**src/rtl/sysctl_pkg.sv**
```systemverilog
package sysctl_pkg;

  localparam int BYTE_ADDR_W = 12;
  localparam int WORD_W      = BYTE_ADDR_W - 2;
  localparam int DATA_W      = 32;
  localparam int KEY_W       = 16;

  localparam logic [KEY_W-1:0] LOCK_KEY   = 16'h767B;
  localparam logic [KEY_W-1:0] UNLOCK_KEY = 16'hDF0D;

  localparam logic [WORD_W-1:0] W_CTRL    = 10'h000;
  localparam logic [WORD_W-1:0] W_LOCK    = 10'h001;
  localparam logic [WORD_W-1:0] W_UNLOCK  = 10'h002;
  localparam logic [WORD_W-1:0] W_LOCKSTA = 10'h003;
  localparam logic [WORD_W-1:0] W_RSTCTL  = 10'h080;

  typedef enum logic [1:0] {ACC_NONE, ACC_RO, ACC_WO, ACC_RW} acc_e;

  typedef struct packed {
    logic storeEn;
    logic ctrlBitWr;
    logic rdLatch;
  } strobe_t;

  localparam int NUM_STORE = 8;

  function automatic logic [WORD_W-1:0] storeIdx(input int i);
    case (i)
      0: return 10'h040;
      1: return 10'h041;
      2: return 10'h042;
      3: return 10'h044;
      4: return 10'h045;
      5: return 10'h046;
      6: return W_RSTCTL;
      default: return 10'h094;
    endcase
  endfunction

  function automatic logic [DATA_W-1:0] storeInit(input int i);
    if (i < 3) return 32'h0001A008;
    if (i < 6) return 32'h00014000;
    if (i == 6) return 32'h0;
    return 32'h00000040;
  endfunction

  function automatic logic [DATA_W:0] roConst(input logic [WORD_W-1:0] w);
    case (w)
      10'h043: return {1'b1, 32'h0000003F};
      10'h097: return {1'b1, 32'h00000001};
      10'h05F, 10'h063, 10'h067, 10'h06B: return {1'b1, 32'h00010000};
      default: return '0;
    endcase
  endfunction

  function automatic acc_e classify(input logic [WORD_W-1:0] w);
    case (w) inside
      W_LOCKSTA, 10'h043, 10'h05F, 10'h063, 10'h067, 10'h06B,
      10'h097, 10'h14C, 10'h186, 10'h188:          return ACC_RO;
      W_LOCK, W_UNLOCK, 10'h183, 10'h185:          return ACC_WO;
      W_CTRL, [10'h040:10'h042], [10'h044:10'h046],
      [10'h048:10'h05B], [10'h05C:10'h05E], [10'h060:10'h062],
      [10'h064:10'h066], [10'h068:10'h06A], 10'h06E,
      [10'h070:10'h071], [10'h080:10'h08E], [10'h090:10'h091],
      [10'h093:10'h094], 10'h096, [10'h1C0:10'h1F5]: return ACC_RW;
      default:                                      return ACC_NONE;
    endcase
  endfunction

endpackage

```
**src/rtl/sysctl_ctrl.sv**
```systemverilog
module sysctl_ctrl
  import sysctl_pkg::*;
(
  input  logic              clk,
  input  logic              rstN,
  input  logic              wrEn,
  input  logic              rdEn,
  input  logic [WORD_W-1:0] wordIdx,
  input  logic [KEY_W-1:0]  keyBits,
  input  logic              softBit,
  output strobe_t           stb,
  output logic              lockSta,
  output logic              accessErr,
  output logic              softRstReq
);

  acc_e cls;
  logic bypass;
  logic wrLegal;
  logic wrAccept;
  logic wrBad;
  logic rdBad;

  always_comb begin
    cls      = classify(wordIdx);
    bypass   = (wordIdx == W_CTRL) || (wordIdx == W_LOCK) || (wordIdx == W_UNLOCK);
    wrLegal  = (cls == ACC_RW) || (cls == ACC_WO);
    wrAccept = wrEn && wrLegal && (!lockSta || bypass);
    wrBad    = wrEn && !wrAccept;
    rdBad    = rdEn && ((cls == ACC_WO) || (cls == ACC_NONE));
    stb.storeEn   = wrAccept;
    stb.ctrlBitWr = wrAccept && (wordIdx == W_CTRL);
    stb.rdLatch   = rdEn;
  end

  always_ff @(posedge clk or negedge rstN) begin
    if (!rstN) begin
      lockSta    <= 1'b1;
      accessErr  <= 1'b0;
      softRstReq <= 1'b0;
    end else begin
      if (wrAccept && wordIdx == W_LOCK && keyBits == LOCK_KEY)
        lockSta <= 1'b1;
      else if (wrAccept && wordIdx == W_UNLOCK && keyBits == UNLOCK_KEY)
        lockSta <= 1'b0;
      accessErr  <= wrBad || rdBad;
      softRstReq <= wrAccept && (wordIdx == W_RSTCTL) && softBit;
    end
  end

endmodule

```
**src/rtl/sysctl_regs.sv**
```systemverilog
module sysctl_regs
  import sysctl_pkg::*;
(
  input  logic              clk,
  input  logic              rstN,
  input  strobe_t           stb,
  input  logic [WORD_W-1:0] wordIdx,
  input  logic [DATA_W-1:0] wrData,
  input  logic              lockSta,
  output logic [DATA_W-1:0] rdData
);

  logic [DATA_W-1:0] storeQ [NUM_STORE];
  logic              ctrlBit;
  logic [DATA_W-1:0] rdNext;
  logic [DATA_W:0]   roHit;

  for (genvar i = 0; i < NUM_STORE; i++) begin : g_store
    localparam logic [WORD_W-1:0] IDX  = storeIdx(i);
    localparam logic [DATA_W-1:0] INIT = storeInit(i);
    always_ff @(posedge clk or negedge rstN) begin
      if (!rstN)
        storeQ[i] <= INIT;
      else if (stb.storeEn && wordIdx == IDX)
        storeQ[i] <= wrData;
    end
  end

  always_ff @(posedge clk or negedge rstN) begin
    if (!rstN)
      ctrlBit <= 1'b0;
    else if (stb.ctrlBitWr)
      ctrlBit <= wrData[0];
  end

  always_comb begin
    rdNext = '0;
    roHit  = roConst(wordIdx);
    if (wordIdx == W_CTRL)    rdNext[0] = ctrlBit;
    if (wordIdx == W_LOCKSTA) rdNext[0] = lockSta;
    if (roHit[DATA_W])        rdNext    = roHit[DATA_W-1:0];
    for (int i = 0; i < NUM_STORE; i++)
      if (wordIdx == storeIdx(i)) rdNext = storeQ[i];
  end

  always_ff @(posedge clk or negedge rstN) begin
    if (!rstN)
      rdData <= '0;
    else if (stb.rdLatch)
      rdData <= rdNext;
  end

endmodule

```
**src/rtl/sysctl_keylock_bank.sv**
```systemverilog
module sysctl_keylock_bank
  import sysctl_pkg::*;
#(
  parameter int ADDR_W = BYTE_ADDR_W
) (
  input  logic              clk,
  input  logic              rstN,
  input  logic              wrEn,
  input  logic              rdEn,
  input  logic [ADDR_W-1:0] addr,
  input  logic [DATA_W-1:0] wrData,
  output logic [DATA_W-1:0] rdData,
  output logic              accessErr,
  output logic              softRstReq
);

  logic [WORD_W-1:0] wordIdx;
  logic [1:0]        unusedByteLane;
  strobe_t           stb;
  logic              lockSta;

  assign wordIdx        = addr[WORD_W+1:2];
  assign unusedByteLane = addr[1:0];

  sysctl_ctrl u_ctrl (
    .clk        (clk),
    .rstN       (rstN),
    .wrEn       (wrEn),
    .rdEn       (rdEn),
    .wordIdx    (wordIdx),
    .keyBits    (wrData[KEY_W-1:0]),
    .softBit    (wrData[0]),
    .stb        (stb),
    .lockSta    (lockSta),
    .accessErr  (accessErr),
    .softRstReq (softRstReq)
  );

  sysctl_regs u_regs (
    .clk     (clk),
    .rstN    (rstN),
    .stb     (stb),
    .wordIdx (wordIdx),
    .wrData  (wrData),
    .lockSta (lockSta),
    .rdData  (rdData)
  );

endmodule

```
**config.mk**
```make
export PLATFORM = sky130hd
export DESIGN_NAME = sysctl_keylock_bank
export DESIGN_NICKNAME = d
export VERILOG_FILES = /design/src/rtl/sysctl_pkg.sv /design/src/rtl/sysctl_ctrl.sv /design/src/rtl/sysctl_regs.sv /design/src/rtl/sysctl_keylock_bank.sv
export SDC_FILE = /design/constraint.sdc
export NUM_CORES = 1
export LEC_CHECK = 0
export ABC_CLOCK_PERIOD_IN_PS = 4700
export BUFFER_PORTS_ARGS = -buffer_cell sky130_fd_sc_hd__buf_2
export CAP_MARGIN = 25
export CORE_MARGIN = 2
export CORE_UTILIZATION = 28
export CTS_CLUSTER_DIAMETER = 150
export CTS_CLUSTER_SIZE = 20
export DETAILED_ROUTE_END_ITERATION = 8
export PLACE_DENSITY_LB_ADDON = 0.3
export SLEW_MARGIN = 15
export SYNTH_ARGS = -nofsm -noshare
export SYNTH_HDL_FRONTEND = slang
export SYNTH_HIERARCHICAL = 1
export SYNTH_SLANG_ARGS = --single-unit
```
**constraint.sdc**
```tcl
create_clock -name clk -period 4.7 [get_ports clk]
set_input_delay 0.94 -clock clk [delete_from_list [all_inputs] [get_ports clk]]
set_output_delay 0.94 -clock clk [all_outputs]
set_load 0.02 [all_outputs]
```
After elaboration in Yosys (flattened, before gate mapping)
Index checks and enable logic that the tools add are counted.

cells by class
  equality and inequality tests = 28
  mux-type cells = 17
  reductions and logical operators = 45
  magnitude comparators = 24

operator list
  kind                    count
  $mux W32                9
  $eq A10 B7 Y1 const B   12
  $pmux W33 S3            1
  $ge A10 B7 Y1 const B   8
  $le A10 B7 Y1 const B   8
  $eq A10 B9 Y1 const B   5
  $eq A10 B8 Y1 const B   4
  $ge A10 B8 Y1 const B   3
  $le A10 B8 Y1 const B   3
  $logic_and A1 B1 Y1     30
  $eq A10 B2 Y1 const B   2
  $eq A16 B15 Y1 const B  1
  $eq A16 B16 Y1 const B  1
  $reduce_or A15 Y1       1
  $eq A10 B1 Y1 const B   1
  $ge A10 B9 Y1 const B   1
  $le A10 B9 Y1 const B   1
  $logic_not A10 Y1       1
  $reduce_or A10 Y1       1
  $reduce_or A4 Y1        2
  $logic_or A1 B1 Y1      6
  $mux W2                 3
  $eq A2 B2 Y1 const B    2
  $mux W1                 4
  3 further kinds         4

word-level totals
  output and inout port bits = 34
  register bits = 292
  logic and storage cells = 127

Depth between registers and ports, before layout
  word-level depth = 14
  gate-level depth with buffers = 13
  gate-level depth less buffers = 9

Hierarchy
The synthesis kept the hierarchy.

modules (own cells, without submodules)
  module       sequential area each (µm²)  area each (µm²)  cells each  instances
  sysctl_regs  7,255.7                     13,340.3         1,091       1
  sysctl_ctrl  76.3                        858.3            124         1

Worst setup path after synthesis
No wires, ideal clock.

  path type = input -> register
  from = in addr[6]
  to = reg u_regs/storeQ[161] (netlist name)
  path buffers = 4
  path slack = 1.252 ns
  required time = 4.575 ns
  cell stages on the path = 12
  arrival time = 3.323 ns
  cells stage by stage = buf_2 -> or2_1 -> buf_6 -> or4_4 -> o21ai_2 -> nand3_1 -> a21oi_1 -> buf_4 -> nand2_1 -> nor2_1 -> buf_2 -> mux2_2

between the ends
  word-level cells in the longest chain between the ends = 11
  elaborated cells on any way between the ends = 69
  classes of those cells = 24 x order compare; 19 x eq/ne; 3 x mux; 23 x reduce/logical

ends and longest elaborated chain
  element                                                      line                       RTL
  start, declared                                              sysctl_keylock_bank.sv:10  input logic [ADDR_W-1:0] addr,
  $ge A10 B9 Y1 (implied by the code) (tied with other cells)  sysctl_ctrl.sv:25          cls = classify(wordIdx);
  $logic_and A1 B1 Y1 (implied by the code)                    sysctl_ctrl.sv:25
  $reduce_or A15 Y1                                            sysctl_pkg.sv:57           case (w) inside
  $mux W2 (3 in a row)                                         sysctl_pkg.sv:57
  $eq A2 B2 Y1                                                 sysctl_ctrl.sv:27          wrLegal = (cls == ACC_RW) || (cls == ACC_WO);
  $logic_or A1 B1 Y1                                           sysctl_ctrl.sv:27
  $logic_and A1 B1 Y1                                          sysctl_ctrl.sv:28          wrAccept = wrEn && wrLegal && (!lockSta || bypass);
  $logic_and A1 B1 Y1 (*)                                      sysctl_ctrl.sv:28
  via u_ctrl.wrAccept                                          sysctl_ctrl.sv:20          logic wrAccept;
  $logic_and A1 B1 Y1 (*)                                      sysctl_regs.sv:24          else if (stb.storeEn && wordIdx == IDX)
  end signal, assigned by index                                sysctl_regs.sv:25          storeQ[i] <= wrData;
  end, declared                                                sysctl_regs.sv:13          logic [DATA_W-1:0] storeQ [NUM_STORE];

Mark *: on every way through the listed nets, which the timed path passes. The rest lies on a longest branch.
A chain may end at the register's enable or synchronous reset.

==> results.yml <==
run_status:
  status: "complete, no violations"
sta:
  setup_ws_ns: 0.861
  skew_ns: 0.0192
  slew_headroom: 0.412
  min_period_over_period: 0.817
  finalSetupViolations: 0
  worst_slew_pin_slew_ns: 0.882
  hold_viol: 0
  finalSetupTns_ns: 0
  period_needed_ns: 3.84
  max_freq_mhz: 260
  rsz0062_at_grt: "false"
  drv_slew: 0
clocking:
  cts.path.max_buffers: 3
  cts_setup_buffers: 0
  hold_buffers: 0
  cts_tree: "done"
  cts_max_level: 1
  ctsResizeCount: 0
  clkTransAtPathRegs_ns: 0.09
  numCtsBuffers: 18
  root_buffer: "clkbuf_16"
  cts.sinks: 292
  clk_latency_ns: 0.52
synth:
  syn_area_per_cell_sq_um: 11.7
  synth_common_cells: "272 x dfrtp_1, 254 x mux2_2, 81 x nor2_1"
  yosysWarningCount: 6
  synth_seq_cells: 292
  synth_xor_area_frac: 0.00123
  synth_compound_area_frac: 0.160
  synth.area.mux_share: 0.209
  synth_top_area_share: 0.479
  synth-edff-count: 0
  synth_fp_nets: 1263
  synthAdderAreaFrac: 0
  synthArstFlopShare: 1.00
  yosysMostFrequentCell: "dfrtp_1"
  synth-seq-area-share: 0.516
  ys.flop_type: "dfrtp_1"
  yosys.area_share.simple: 0.0831
  synthCells: 1215
  synth.largest_area_cell: "dfrtp_1"
  netlist-cell-type-count: 67
  syn_area_sq_um: 14200
  synth_top_family_by_area: "multiplexers"
  synth.area.top_cells: "dfrtp_1 48%, mux2_2 20%, dfstp_2 3.7%, a211oi_1 2.8%, o21ai_0 2.5%"
routing:
  routed_wl_mm: 42.2
  dr.pass1.iters: 5
  wl_per_cell_um: 21.8
  drt-vias-per-instance: 5.36
  drt_iter0_markers: 971
  final_antenna_net_count: 0
  vias: 10394
  drcViolationCount: 0
power:
  finalPower_w: 0.00459
  pwr_density_cell_nw_per_um2: 285
  pwr-share-clk: 0.355
  p_leak_nw: 7.22
  p_sw_frac: 0.256
  p_comb_frac: 0.087
  vdd_ir_drop_max_uv: 149
  switchingPower_w: 0.00117
  p_int_w: 0.00341
  pwr-share-seq: 0.558
setup_path:
  worst_setup_path_end_kind: "flop"
  required_ns: 5.10
  r2r-end: "u_regs/storeQ[167]"
  rr_startpoint: "u_ctrl/lockSta"
  slowest_stage: "or4_4"
  crit_family: "simple AND/OR/NAND/NOR gates"
  startpoint_type: "input pin"
  cp.buffers_inverters: 3
  crit_chain: "buf_2, or4_4, or4_4, o21ai_2, nand3_1, a21oi_1, buf_4, nand2_1, nor2_4, buf_12, mux2_2"
  timing.reg2reg.setup_slack_ns: 2.27
  critPathMaxFanout: 22
  cpMostUsedCell: "or4_4"
  worst-setup-path-type: "input pin to flop"
  ff2ff_path_depth: 8
  cpPeakStageDelay_ns: 0.59
  worstPathArrival_ns: 4.24
cells_and_area:
  finish.instance_area_sq_um: 16100
  fillCellCount: 5190
  nets: 1302
  seqCellArea_sq_um: 7330
  n_antenna_cell: 0
  multi_input_area_sq_um: 6500
  drive_above_1_share: 0.349
  syn_to_final_growth_pct: 13.1
hold_path:
  min_path_type: "input pin to asynchronous set/reset pin"
floorplanning:
  fp.dieArea_sq_um: 52500
  std_cell_rows: 82
  start_util: 0.284
  io_pins: 82
  fp.coreArea_sq_um: 50100
  fp.dieW_um: 229
  die_h_um: 229
place:
  placed_area_sq_um: 15500
  post-place-ws_ns: 0.365
  dpl.hpwl_mm: 25.3
  portBuffers: 79
  place.gp.congestion: 0.797
global_routing:
  grt_pass1_vias: 10443
  gr-total-overflow: 0
  grt.total_usage: 0.157
  antenna_found_initial: 3
  grt_pass1_wl_mm: 65.2
  grt_max_degree: 96
flow_run:
  max_cap_violations: 0
[power by group through the flow]
stage	clock (W)	combinational (W)	sequential (W)
after floorplan	0	0.000161	0.00263
after global placement	0	0.000402	0.00261
after detailed placement	0	0.000405	0.00261
after CTS	0.00170	0.000406	0.00256
after global routing	0.00177	0.000442	0.00256
final	0.00163	0.000400	0.00256
[area by class of cell]
class	count	share of cell area
clock inverters	1	0.000545
well taps	672	0.0523
repair buffers	118	0.0537
flip-flops and latches	292	0.456
multi-input cells	824	0.405
clock buffers	31	0.0324
[kinds of logic (layout without fill, tap and decap cells)]
logic type	Yosys count	count (layout)
AOI/OAI and AO/OA	335	335
DFF	292	292
muxes	264	264
and+or+nand+nor	223	223
buffers and inverters	99	150
xor gates and xnor gates	2	2
[sequential cells by signal (all words and copies together), names as in the netlist]
signal,cells
u_regs/ctrlBit,1
u_ctrl/lockSta,1
u_regs/rdData,32
u_ctrl/accessErr,1
u_regs/storeQ,256
u_ctrl/softRstReq,1
[cell usage in the layout, fill, tap and decap left out, drive strengths merged, types with 6 or more instances in the layout]
| cell | count |
|---|---|
| nand2b | 7 |
| nor4 | 12 |
| nor3 | 8 |
| buf | 118 |
| nor4b | 6 |
| nand2 | 46 |
| a21boi | 26 |
| a221oi | 7 |
| nand3b | 8 |
| a211oi | 53 |
| a21oi | 63 |
| nand3 | 10 |
| clkbuf | 31 |
| o21ai | 71 |
| a22oi | 25 |
| o22ai | 8 |
| o221ai | 25 |
| dfstp | 20 |
| nor2b | 6 |
| dfrtp | 272 |
| o32ai | 6 |
| nor2 | 83 |
| a22o | 28 |
| mux2 | 263 |
[per-stage QoR]
step	utilization	hold slack [ns]	cells
global placement	0.310	0.468	1906
finish	0.321	0.441	1938
global route	0.321	0.498	1938
floorplan	-	0.459	1215
CTS	0.321	0.479	1938
detailed placement	0.310	0.476	1906
[worst max-delay path by stage]
| stage | from | slack [ns] | to | cells past startpoint |
|---|---|---|---|---|
| 2_1_floorplan | addr[6] | 1.25 | u_regs/storeQ[161] | 12 |
| 3_3_place_gp | addr[4] | 0.43 | u_regs/storeQ[170] | 11 |
| 3_5_place_dp | addr[4] | 0.37 | u_regs/storeQ[167] | 11 |
| 4_1_cts | addr[4] | 0.90 | u_regs/storeQ[180] | 11 |
| 5_1_grt | addr[4] | 0.76 | u_regs/storeQ[180] | 11 |
| 6_report | addr[4] | 0.86 | u_regs/storeQ[167] | 11 |
[routing by layer]
metal	part of all wire	wire (um)	track usage	up-vias
met3	0.054	2280	0.0249	34
met2	0.47	20000	0.261	266
li1	-	-	-	4635
met5	0.00031	13	0	-
met1	0.46	19400	0.222	5457
met4	0.011	450	0.0207	2
Note: power is estimated with default switching activity, not from simulation.
